File: config.mk
export PLATFORM = sky130hd
export DESIGN_NAME = tri_stage_core
export DESIGN_NICKNAME = d
export VERILOG_FILES = /design/src/rtl/tsp_pkg.sv /design/src/rtl/tsp_control.sv /design/src/rtl/tsp_datapath.sv /design/src/rtl/tri_stage_core.sv
export SDC_FILE = /design/constraint.sdc
export NUM_CORES = 1
export LEC_CHECK = 0
export BUFFER_PORTS_ARGS = -buffer_cell sky130_fd_sc_hd__buf_4
export CORE_MARGIN = 2
export CORE_UTILIZATION = 30
export CTS_CLUSTER_SIZE = 40
export DETAILED_ROUTE_END_ITERATION = 10
export PLACE_DENSITY = 0.58
export SYNTH_ARGS = -nofsm -noshare
export SYNTH_HDL_FRONTEND = slang
export SYNTH_SLANG_ARGS = --single-unit
export TNS_END_PERCENT = 1
File: constraint.sdc
create_clock -name clk -period 4.42 [get_ports clk]
set_input_delay 0.663 -clock clk [delete_from_list [all_inputs] [get_ports clk]]
set_output_delay 0.663 -clock clk [all_outputs]
set_load 0.01 [all_outputs]
File: src/rtl/tsp_pkg.sv
package tsp_pkg;
  localparam int INSTR_W = 16;
  localparam int IMM_W   = 12;

  typedef enum logic [1:0] {
    OP_LOAD  = 2'b00,
    OP_MOVE  = 2'b01,
    OP_ADD   = 2'b10,
    OP_STORE = 2'b11
  } op_e;

  // Strobes from control to datapath
  typedef struct packed {
    logic stall;
    logic xLoad;
    logic sLoad;
    logic regWe;
    logic memWe;
  } strobe_t;
endpackage

File: src/rtl/tsp_control.sv
module tsp_control
  import tsp_pkg::*;
#(
  parameter int PC_W       = 8,
  parameter int PROG_WORDS = 16
) (
  input  logic            clk,
  input  logic            rst,
  input  logic            xReads,
  input  logic            xWrites,
  input  logic            xSrc,
  input  logic            sDst,
  output strobe_t         strobes,
  output logic [PC_W-1:0] pcNext,
  output logic [2:0]      stageValid
);
  localparam logic [PC_W-1:0] LAST_PC = PC_W'(PROG_WORDS);

  logic            started;
  logic [PC_W-1:0] pc;
  logic            xValid, sValid, sWrites;
  logic            fetchValid, stall;

  assign fetchValid = started && (pc < LAST_PC);
  assign stall      = xValid && xReads && sValid && sWrites && (xSrc == sDst);

  always_ff @(posedge clk) begin
    if (rst) begin
      started <= 1'b0;
      pc      <= '0;
      xValid  <= 1'b0;
      sValid  <= 1'b0;
      sWrites <= 1'b0;
    end else begin
      started <= 1'b1;
      if (!stall) begin
        xValid  <= fetchValid;
        sValid  <= xValid;
        sWrites <= xWrites;
        if (fetchValid) pc <= pc + 1'b1;
      end else begin
        sValid <= 1'b0;
      end
    end
  end

  always_comb begin
    if (rst || !started)         pcNext = '0;
    else if (fetchValid && !stall) pcNext = pc + 1'b1;
    else                         pcNext = pc;
  end

  assign strobes.stall = stall;
  assign strobes.xLoad = !stall;
  assign strobes.sLoad = !stall && xValid;
  assign strobes.regWe = sValid && sWrites;
  assign strobes.memWe = sValid && !sWrites;

  assign stageValid = {sValid, xValid, fetchValid};
endmodule

File: src/rtl/tsp_datapath.sv
module tsp_datapath
  import tsp_pkg::*;
#(
  parameter int DATA_W = 16
) (
  input  logic               clk,
  input  logic               rst,
  input  strobe_t            strobes,
  input  logic [INSTR_W-1:0] imemData,
  output logic               xReads,
  output logic               xWrites,
  output logic               xSrc,
  output logic               sDst,
  output logic [IMM_W-1:0]   dmemAddr,
  output logic [DATA_W-1:0]  dmemData,
  output logic [DATA_W-1:0]  regA,
  output logic [DATA_W-1:0]  regB
);
  logic [INSTR_W-1:0] xInstr;
  op_e                xOp;
  logic               xDstSel, xMovSel;
  logic [DATA_W-1:0]  immExt, srcVal, xResult;
  logic [DATA_W-1:0]  sResult;
  logic [IMM_W-1:0]   sAddr;

  always_ff @(posedge clk) begin
    if (rst)                xInstr <= '0;
    else if (strobes.xLoad) xInstr <= imemData;
  end

  assign xOp     = op_e'(xInstr[15:14]);
  assign xDstSel = xInstr[13];
  assign xMovSel = xInstr[12];
  assign immExt  = DATA_W'(xInstr[IMM_W-1:0]);

  assign xReads  = (xOp != OP_LOAD);
  assign xWrites = (xOp != OP_STORE);
  assign xSrc    = (xOp == OP_MOVE) ? xMovSel : xDstSel;
  assign srcVal  = xSrc ? regB : regA;

  always_comb begin
    unique case (xOp)
      OP_LOAD: xResult = immExt;
      OP_ADD:  xResult = srcVal + immExt;
      default: xResult = srcVal;
    endcase
  end

  always_ff @(posedge clk) begin
    if (rst) begin
      sResult <= '0;
      sDst    <= 1'b0;
      sAddr   <= '0;
    end else if (strobes.sLoad) begin
      sResult <= xResult;
      sDst    <= xDstSel;
      sAddr   <= xInstr[IMM_W-1:0];
    end
  end

  always_ff @(posedge clk) begin
    if (rst) begin
      regA <= '0;
      regB <= '0;
    end else if (strobes.regWe) begin
      if (sDst) regB <= sResult;
      else      regA <= sResult;
    end
  end

  assign dmemAddr = sAddr;
  assign dmemData = sResult;
endmodule

File: src/rtl/tri_stage_core.sv
module tri_stage_core
  import tsp_pkg::*;
#(
  parameter int PC_W       = 8,
  parameter int DATA_W     = 16,
  parameter int PROG_WORDS = 16
) (
  input  logic               clk,
  input  logic               rst,
  output logic [PC_W-1:0]    imemAddr,
  input  logic [15:0]        imemData,
  output logic               dmemWe,
  output logic [11:0]        dmemAddr,
  output logic [DATA_W-1:0]  dmemData,
  output logic [DATA_W-1:0]  regA,
  output logic [DATA_W-1:0]  regB,
  output logic [2:0]         stageValid
);
  strobe_t strobes;
  logic    xReads, xWrites, xSrc, sDst;

  tsp_control #(.PC_W(PC_W), .PROG_WORDS(PROG_WORDS)) u_ctrl (
    .clk(clk), .rst(rst),
    .xReads(xReads), .xWrites(xWrites), .xSrc(xSrc), .sDst(sDst),
    .strobes(strobes), .pcNext(imemAddr), .stageValid(stageValid)
  );

  tsp_datapath #(.DATA_W(DATA_W)) u_dp (
    .clk(clk), .rst(rst), .strobes(strobes), .imemData(imemData),
    .xReads(xReads), .xWrites(xWrites), .xSrc(xSrc), .sDst(sDst),
    .dmemAddr(dmemAddr), .dmemData(dmemData), .regA(regA), .regB(regB)
  );

  assign dmemWe = strobes.memWe;
endmodule

==> results.yml, run 1 <==
worst_hold_path:
  min_to: "u_dp.regA[11]$_SDFFE_PP0P_"
  hp-start: "u_dp.regA[11]$_SDFFE_PP0P_"
  min_path_type: "flip-flop to flip-flop"
  worstHoldPathCells: 2
synth:
  synthXorXnorAreaFrac_pct: 2.34
  synth.largest_area_cell: "dfxtp_1"
  synth_top_family_by_area: "simple AND/OR/NAND/NOR gates"
  async_flop_share_pct: 0
  synth-simple-area-share_pct: 19.0
  yosysTopAreaCellShare_pct: 39.6
  synth-compound-area-share_pct: 17.1
  synth_edf_count: 0
  synth_nets: 558
  ys_types: 63
  synth.avg_cell_area_um2: 8.55
  synthTopCellsByArea: "dfxtp_1 40%, mux2i_1 8.5%, nand2_1 7.3%"
  synth.most_common_cell: "dfxtp_1"
  synth_common_cells: "89 x dfxtp_1, 87 x nand2_1, 61 x nor2_1"
  synthAdderAreaFrac_pct: 4.06
  yosys_warnings: 0
  synthFlopType: "dfxtp_1"
  synth_mux_area_share_pct: 12.3
  syn_inst: 526
  synth-seq-cells: 89
  netlist_area_mm2: 0.00450
  ys_seq_area_share_pct: 39.6
place:
  gp_congestion: 0.904
  numPortBuffers: 89
  hpwl_um: 9430
routing:
  drtIter0Drc: 244
  drt-pass1-iter-count: 5
  drc: 0
  via_per_inst: 5.04
  via_count: 3973
  antenna_left: 0
  drt_wl_total_um: 12900
  wl_per_cell_um: 16.3
sta:
  holdWs_ns: 0.480
  hold_viol: 0
  period_needed_ns: 3.45
  setup_violations: 0
  finalSetupTns_ns: 0
  worst_pin_slew_ns: 0.886
  slew_headroom_pct: 40.7
  min_period_over_period_pct: 78.0
  slew_violations: 0
  clock_skew_ns: 0.00544
  timing.fmax_ghz: 0.290
  rsz0062_at_grt: "no"
global_routing:
  met1_usage_pct: 22.6
  grt_max_degree: 81
  grt_pass1_wl_um: 20700
  overflow: 0
  use_met3_pct: 4.56
  grt.busiest_layer: "met2"
  grt_pass1_vias: 3874
  antenna_found_initial: 0
  track_usage_pct: 16.3
  grt_util_met2_pct: 23.9
worst_setup_path:
  r2r-start: "u_dp.xInstr[15]$_SDFFE_PP0N_"
  critical_path_class: "flip-flop to flip-flop"
  critPathArrivalTime_ns: 3.71
  endpoint_kind: "flip-flop"
  critical_path_required_ns: 4.69
  worst_setup_path_start_kind: "flip-flop"
  reg2reg_to: "u_dp.dmemData[6]$_SDFFE_PP0P_"
  crit_fanout: 18
  reg2reg_depth: 13
  r2r_slack_ns: 0.97
cts:
  cts_buffers: 9
  clkTransAtPathRegs_ns: 0.06
  htree_levels: 3
  cts_tree: "yes"
  cts.sinks: 89
  cts_root_buf: "clkbuf_16"
  cts_hold_buf: 0
  cts_setup_buffers: 0
  clk_path_buf_depth: 2
  cts_resized: 0
  insertion_delay_ns: 0.34
die:
  rows: 44
  io_pins: 90
  die_h_um: 126
  initial_core_util_pct: 30.8
  die_w_um: 126
  die_area_mm2: 0.0160
  core_mm2: 0.0146
final_layout:
  fillCellCount: 1487
  nets: 632
  syn2layout_area_growth_pct: 23.8
  drive_gt1_share_pct: 22.6
  diodes: 0
pwr:
  p_per_area_mw_per_mm2: 329
  ir_worst_vdd_uv: 226
  leakage_nw: 2.36
outcome:
  status: "completed"
run:
  cap_violations: 0
-- cell type report --
type / count / area [um^2] / area share (%)
Timing Repair Buffer: 96 / 721 / 12.9
Tap cell: 184 / 230 / 4.13
Clock inverter: 7 / 95.1 / 1.71
Inverter: 14 / 52.6 / 0.944
Clock buffer: 9 / 225 / 4.04
Multi-Input combinational cell: 390 / 2460 / 44.2
Sequential cell: 89 / 1780 / 32.0
-- per-stage QoR --
stage | instances | setup slack [ns] | util [%] | power (W) | area, um^2
final | 789 | 0.972 | 38.2 | 0.00183 | 5570
after global routing | 789 | 0.643 | 38.2 | 0.00191 | 5570
after CTS | 789 | 0.958 | 38.2 | 0.00185 | 5570
after detailed placement | 773 | 0.974 | 36.0 | 0.00103 | 5250
after global placement | 773 | 1.08 | 36.0 | 0.00103 | 5250
after floorplan | 526 | 1.42 | - | 0.000977 | 4500
-- how the worst max path moves through the flow --
| stage | startpoint | end | slack, ns | cells past startpoint |
|---|---|---|---|---|
| 2_1_floorplan | u_dp.xInstr[15]$_SDFFE_PP0N_ | u_dp.dmemData[6]$_SDFFE_PP0P_ | 1.42 | 14 |
| 3_3_place_gp | u_dp.xInstr[15]$_SDFFE_PP0N_ | u_dp.dmemData[6]$_SDFFE_PP0P_ | 1.08 | 13 |
| 3_5_place_dp | u_dp.xInstr[15]$_SDFFE_PP0N_ | u_dp.dmemData[6]$_SDFFE_PP0P_ | 0.97 | 13 |
| 4_1_cts | u_dp.xInstr[15]$_SDFFE_PP0N_ | u_dp.dmemData[6]$_SDFFE_PP0P_ | 0.96 | 13 |
| 5_1_grt | u_dp.xInstr[15]$_SDFFE_PP0N_ | u_dp.dmemData[6]$_SDFFE_PP0P_ | 0.64 | 13 |
| 6_report | u_dp.xInstr[15]$_SDFFE_PP0N_ | u_dp.dmemData[6]$_SDFFE_PP0P_ | 0.97 | 13 |
-- cell usage in the layout (no fill, tap or decap), types with 2 or more instances in the layout --
cell / n
a221oi_1: 2
and3_1: 10
nand2_1: 87
o211ai_1: 4
mux2i_1: 38
xor2_1: 7
xnor2_1: 5
a31oi_1: 8
o21ai_1: 7
clkbuf_16: 9
nor3_1: 5
nor4_1: 2
mux2_2: 8
dfxtp_1: 89
nor2_1: 61
a211o_1: 3
clkinv_2: 2
o2111ai_1: 2
clkinv_4: 2
o21ai_0: 13
inv_1: 12
a311oi_1: 2
nand3_1: 8
a21o_1: 6
bufinv_16: 2
buf_4: 96
and2_1: 5
ha_1: 13
a21oi_1: 53
nor2b_1: 6
a211oi_1: 2
mux2_4: 4
a21boi_0: 2
-- report_power, final --
group,leakage [nW],switching (W),internal [W]
Clock,0.155,0.000320,0.000495
Sequential,0.725,0.0000243,0.000823
Combinational,1.48,0.0000981,0.0000718
Total,2.36,0.000443,0.00139
-- state kept, by name, summed over array words and instances (netlist names) --
name and flops:
u_dp.dmemData 16, u_dp.regA 16, u_dp.regB 16, u_dp.xInstr 16
u_dp.dmemAddr 12, u_ctrl.pc 8, u_ctrl.sValid 1, u_ctrl.sWrites 1
u_ctrl.started 1, u_ctrl.xValid 1, u_dp.sDst 1
-- metal layers --
| metal | part of all wire [%] | wire length [um] |
|---|---|---|
| met3 | 6.2 | 795 |
| met5 | 0 | 0 |
| met4 | 2.3 | 297 |
| met2 | 43 | 5530 |
| met1 | 49 | 6260 |
-- worst max-delay path, cell delays in order, from the launching register on --
cell and delay, ns:
dfxtp_1 0.31, buf_4 0.24, nor2b_4 0.08, o21ai_4 0.42, mux2_2 0.27, ha_1 0.16, inv_1 0.06, fa_1 0.40
nor2b_1 0.23, o211ai_2 0.11, a21boi_0 0.31, mux2_2 0.38, a211o_1 0.29, a21oi_1 0.14
-- cell families after synthesis --
family / after synthesis
simple gates: 193
buf+inv: 47
fa+ha+maj: 14
compound gates: 120
flops: 89
mux: 51
xor+xnor: 12
(Power assumes the default switching activity.)
==> run 2: changes to the inputs <==
Settings changed: ABC_AREA from default to 1.
Clock period 4.42 ns to 3.47 ns, I/O delays scaled along.
==> run 2 against run 1 <==
Compared with the run above: final cell count increased by 10%; via count is 5.1% higher; worst setup slack got worse by 0.57 ns; synthesized area down 4.8%; largest power group unchanged; combinational power grew 56%; routed wire length decreased by 4.9%; critical path type is now flip-flop to output port; critical path depth is 1 lower; register-to-register slack worse by 0.41 ns; design area is 3.4% lower.
==> results.yml, run 2 <==
outcome:
  status: "completed"
synth:
  yosys_warnings: 0
  synth.avg_cell_area_um2: 7.03
  ys_types: 33
  syn_inst: 609
  netlist_area_mm2: 0.00428
  synthFlopType: "dfxtp_1"
  yosysTopAreaCellShare_pct: 41.6
  synth.most_common_cell: "nand2_1"
  synth_common_cells: "99 x nand2_1, 89 x dfxtp_1, 80 x nor2_1"
  synthTopCellsByArea: "dfxtp_1 42%, nand2_1 8.7%, o21ai_0 8.3%"
  synth-seq-cells: 89
  synth.largest_area_cell: "dfxtp_1"
  synth_nets: 641
  async_flop_share_pct: 0
  synth_edf_count: 0
  ys_seq_area_share_pct: 41.6
worst_setup_path:
  startpoint: "u_dp.xInstr[14]$_SDFFE_PP0N_"
  crit_fanout: 22
  endpoint_kind: "output port"
  critical_path_required_ns: 2.95
  cp_cell_sequence: "nand2_1 -> nand2_2 -> nand2_4 -> inv_2 -> nand2_2 -> nand4_4 -> nand2_1 -> inv_2 -> nand2_1 -> xor2_1 -> nor2_1 -> buf_4"
  r2r-start: "u_dp.xInstr[14]$_SDFFE_PP0N_"
  slowest_stage: "dfxtp_1"
  cp_top_family: "simple AND/OR/NAND/NOR gates"
  worst_setup_path_start_kind: "flip-flop"
  r2r_slack_ns: 0.56
  critical_path.most_common_cell: "nand2_1"
  max_stage_delay_ns: 0.47
  critPathArrivalTime_ns: 2.55
  critical_path_class: "flip-flop to output port"
  crit_buf_inv: 3
final_layout:
  drive_gt1_share_pct: 17.7
  nets: 716
  design_area_mm2: 0.00538
  final_common_cell: "nand2_1"
  mostFrequentLayoutCells: "99 x nand2_1, 94 x buf_4, 89 x dfxtp_1"
  instances_no_fill: 868
  diodes: 0
  syn2layout_area_growth_pct: 25.7
cts:
  cts_buffers: 9
  cts_root_buf: "clkbuf_16"
  clk_path_buf_depth: 2
  htree_levels: 3
  clkTransAtPathRegs_ns: 0.06
  insertion_delay_ns: 0.34
  cts.sinks: 89
  cts_tree: "yes"
place:
  gp_congestion: 0.878
  dp.cells: 852
  place_area_mm2: 0.00506
  numPortBuffers: 89
  hpwl_um: 8880
  dp_slack_ns: 0.534
routing:
  drc: 0
  drt_wl_total_um: 12300
  drtIter0Drc: 247
  drt-pass1-iter-count: 4
  wl_per_cell_um: 14.1
  via_count: 4177
  antenna_left: 0
  via_per_inst: 4.81
sta:
  slew_headroom_pct: 43.6
  setup_violations: 0
  hold_viol: 0
  worst_pin_slew_ns: 0.844
  rsz0062_at_grt: "no"
  clock_skew_ns: 0.00424
  period_needed_ns: 3.07
  slew_violations: 0
  timing.fmax_ghz: 0.326
  setup_ws_ns: 0.401
  finalSetupTns_ns: 0
  min_period_over_period_pct: 88.4
run:
  cap_violations: 0
worst_hold_path:
  hp-start: "imemData[14]"
  min_path_type: "input pin to flip-flop"
global_routing:
  antenna_found_initial: 0
  track_usage_pct: 16.3
  overflow: 0
  grt_max_degree: 69
  grt_pass1_wl_um: 19200
  grt_pass1_vias: 3779
pwr:
  p_per_area_mw_per_mm2: 448
  ir_worst_vdd_uv: 220
  leakage_nw: 2.49
die:
  initial_core_util_pct: 30.7
  die_w_um: 123
  io_pins: 90
  die_area_mm2: 0.0152
  rows: 43
  core_mm2: 0.0139
  die_h_um: 123
==> run 2: worst paths after layout <==
kind | to | depth (start not counted)
worst min register to register | u_ctrl.pc[7]$_SDFFE_PP0P_ | 2
worst max-delay path | imemAddr[2] | 12
worst min-delay path | u_dp.xInstr[14]$_SDFFE_PP0N_ | 3
worst max register to register | u_dp.dmemData[10]$_SDFFE_PP0P_ | 17
==> run 2: cell type report <==
cell class	count	area, um^2
Fill cell	1465	8550
Multi-Input combinational cell	417	2080
Sequential cell	89	1780
Timing Repair Buffer	94	706
Inverter	73	274
Clock buffer	12	246
Tap cell	180	225
Clock inverter	3	65.1
==> run 2: routing by layer <==
layer / vias up / GRT usage [%] / routed length [um]
met5: - / 0 / 0
met4: 0 / 5.61 / 186
met3: 11 / 4.61 / 848
met2: 122 / 22.0 / 4890
met1: 1893 / 24.3 / 6330
li1: 2151 / - / -
==> run 2: stage by stage <==
step	total power [W]	util (%)	hold slack, ns
after floorplan	0.00129	-	0.426
after global placement	0.00140	36.3	0.437
after detailed placement	0.00140	36.3	0.440
after CTS	0.00243	38.5	0.408
after global routing	0.00251	38.6	0.416
final	0.00241	38.6	0.421
==> run 2: worst reg2reg max path: stages (launching register included) <==
cell and delay (ns):
dfxtp_1 0.47, nand2_1 0.13, nand2_2 0.12, nand2_4 0.10
inv_2 0.27, nand2_1 0.09, o21ai_1 0.11, ha_1 0.20
inv_1 0.06, fa_1 0.36, inv_1 0.09, nand3_1 0.07
nand2_1 0.13, a21oi_1 0.13, o21ai_0 0.22, a21oi_1 0.09
o21ai_0 0.08, a21oi_1 0.08
==> run 2: cells by family (layout without fill, tap and decap cells) <==
group,count (synthesis),in the layout,synth area share (%)
AO/OA/AOI/OAI,176,176,21.6
flip-flops,89,89,41.6
adder cells (fa/ha/maj),14,14,4.27
buffers and inverters,104,182,10.0
XOR/XNOR,3,3,0.614
AND/OR/NAND/NOR,223,224,21.8
==> run 2: what timing repair did <==
action,CTS,global route
endpoints found under the setup margin,0,3
buffers inserted,0,0
hold buffers,0,0
resized for setup,0,0
==> run 2: report_power, final <==
group          internal, W  switching [W]  total (W)  leakage (nW)
logic             0.000106       0.000159   0.000265          1.61
clock network     0.000646       0.000385    0.00103         0.153
registers          0.00107      0.0000458    0.00111         0.728
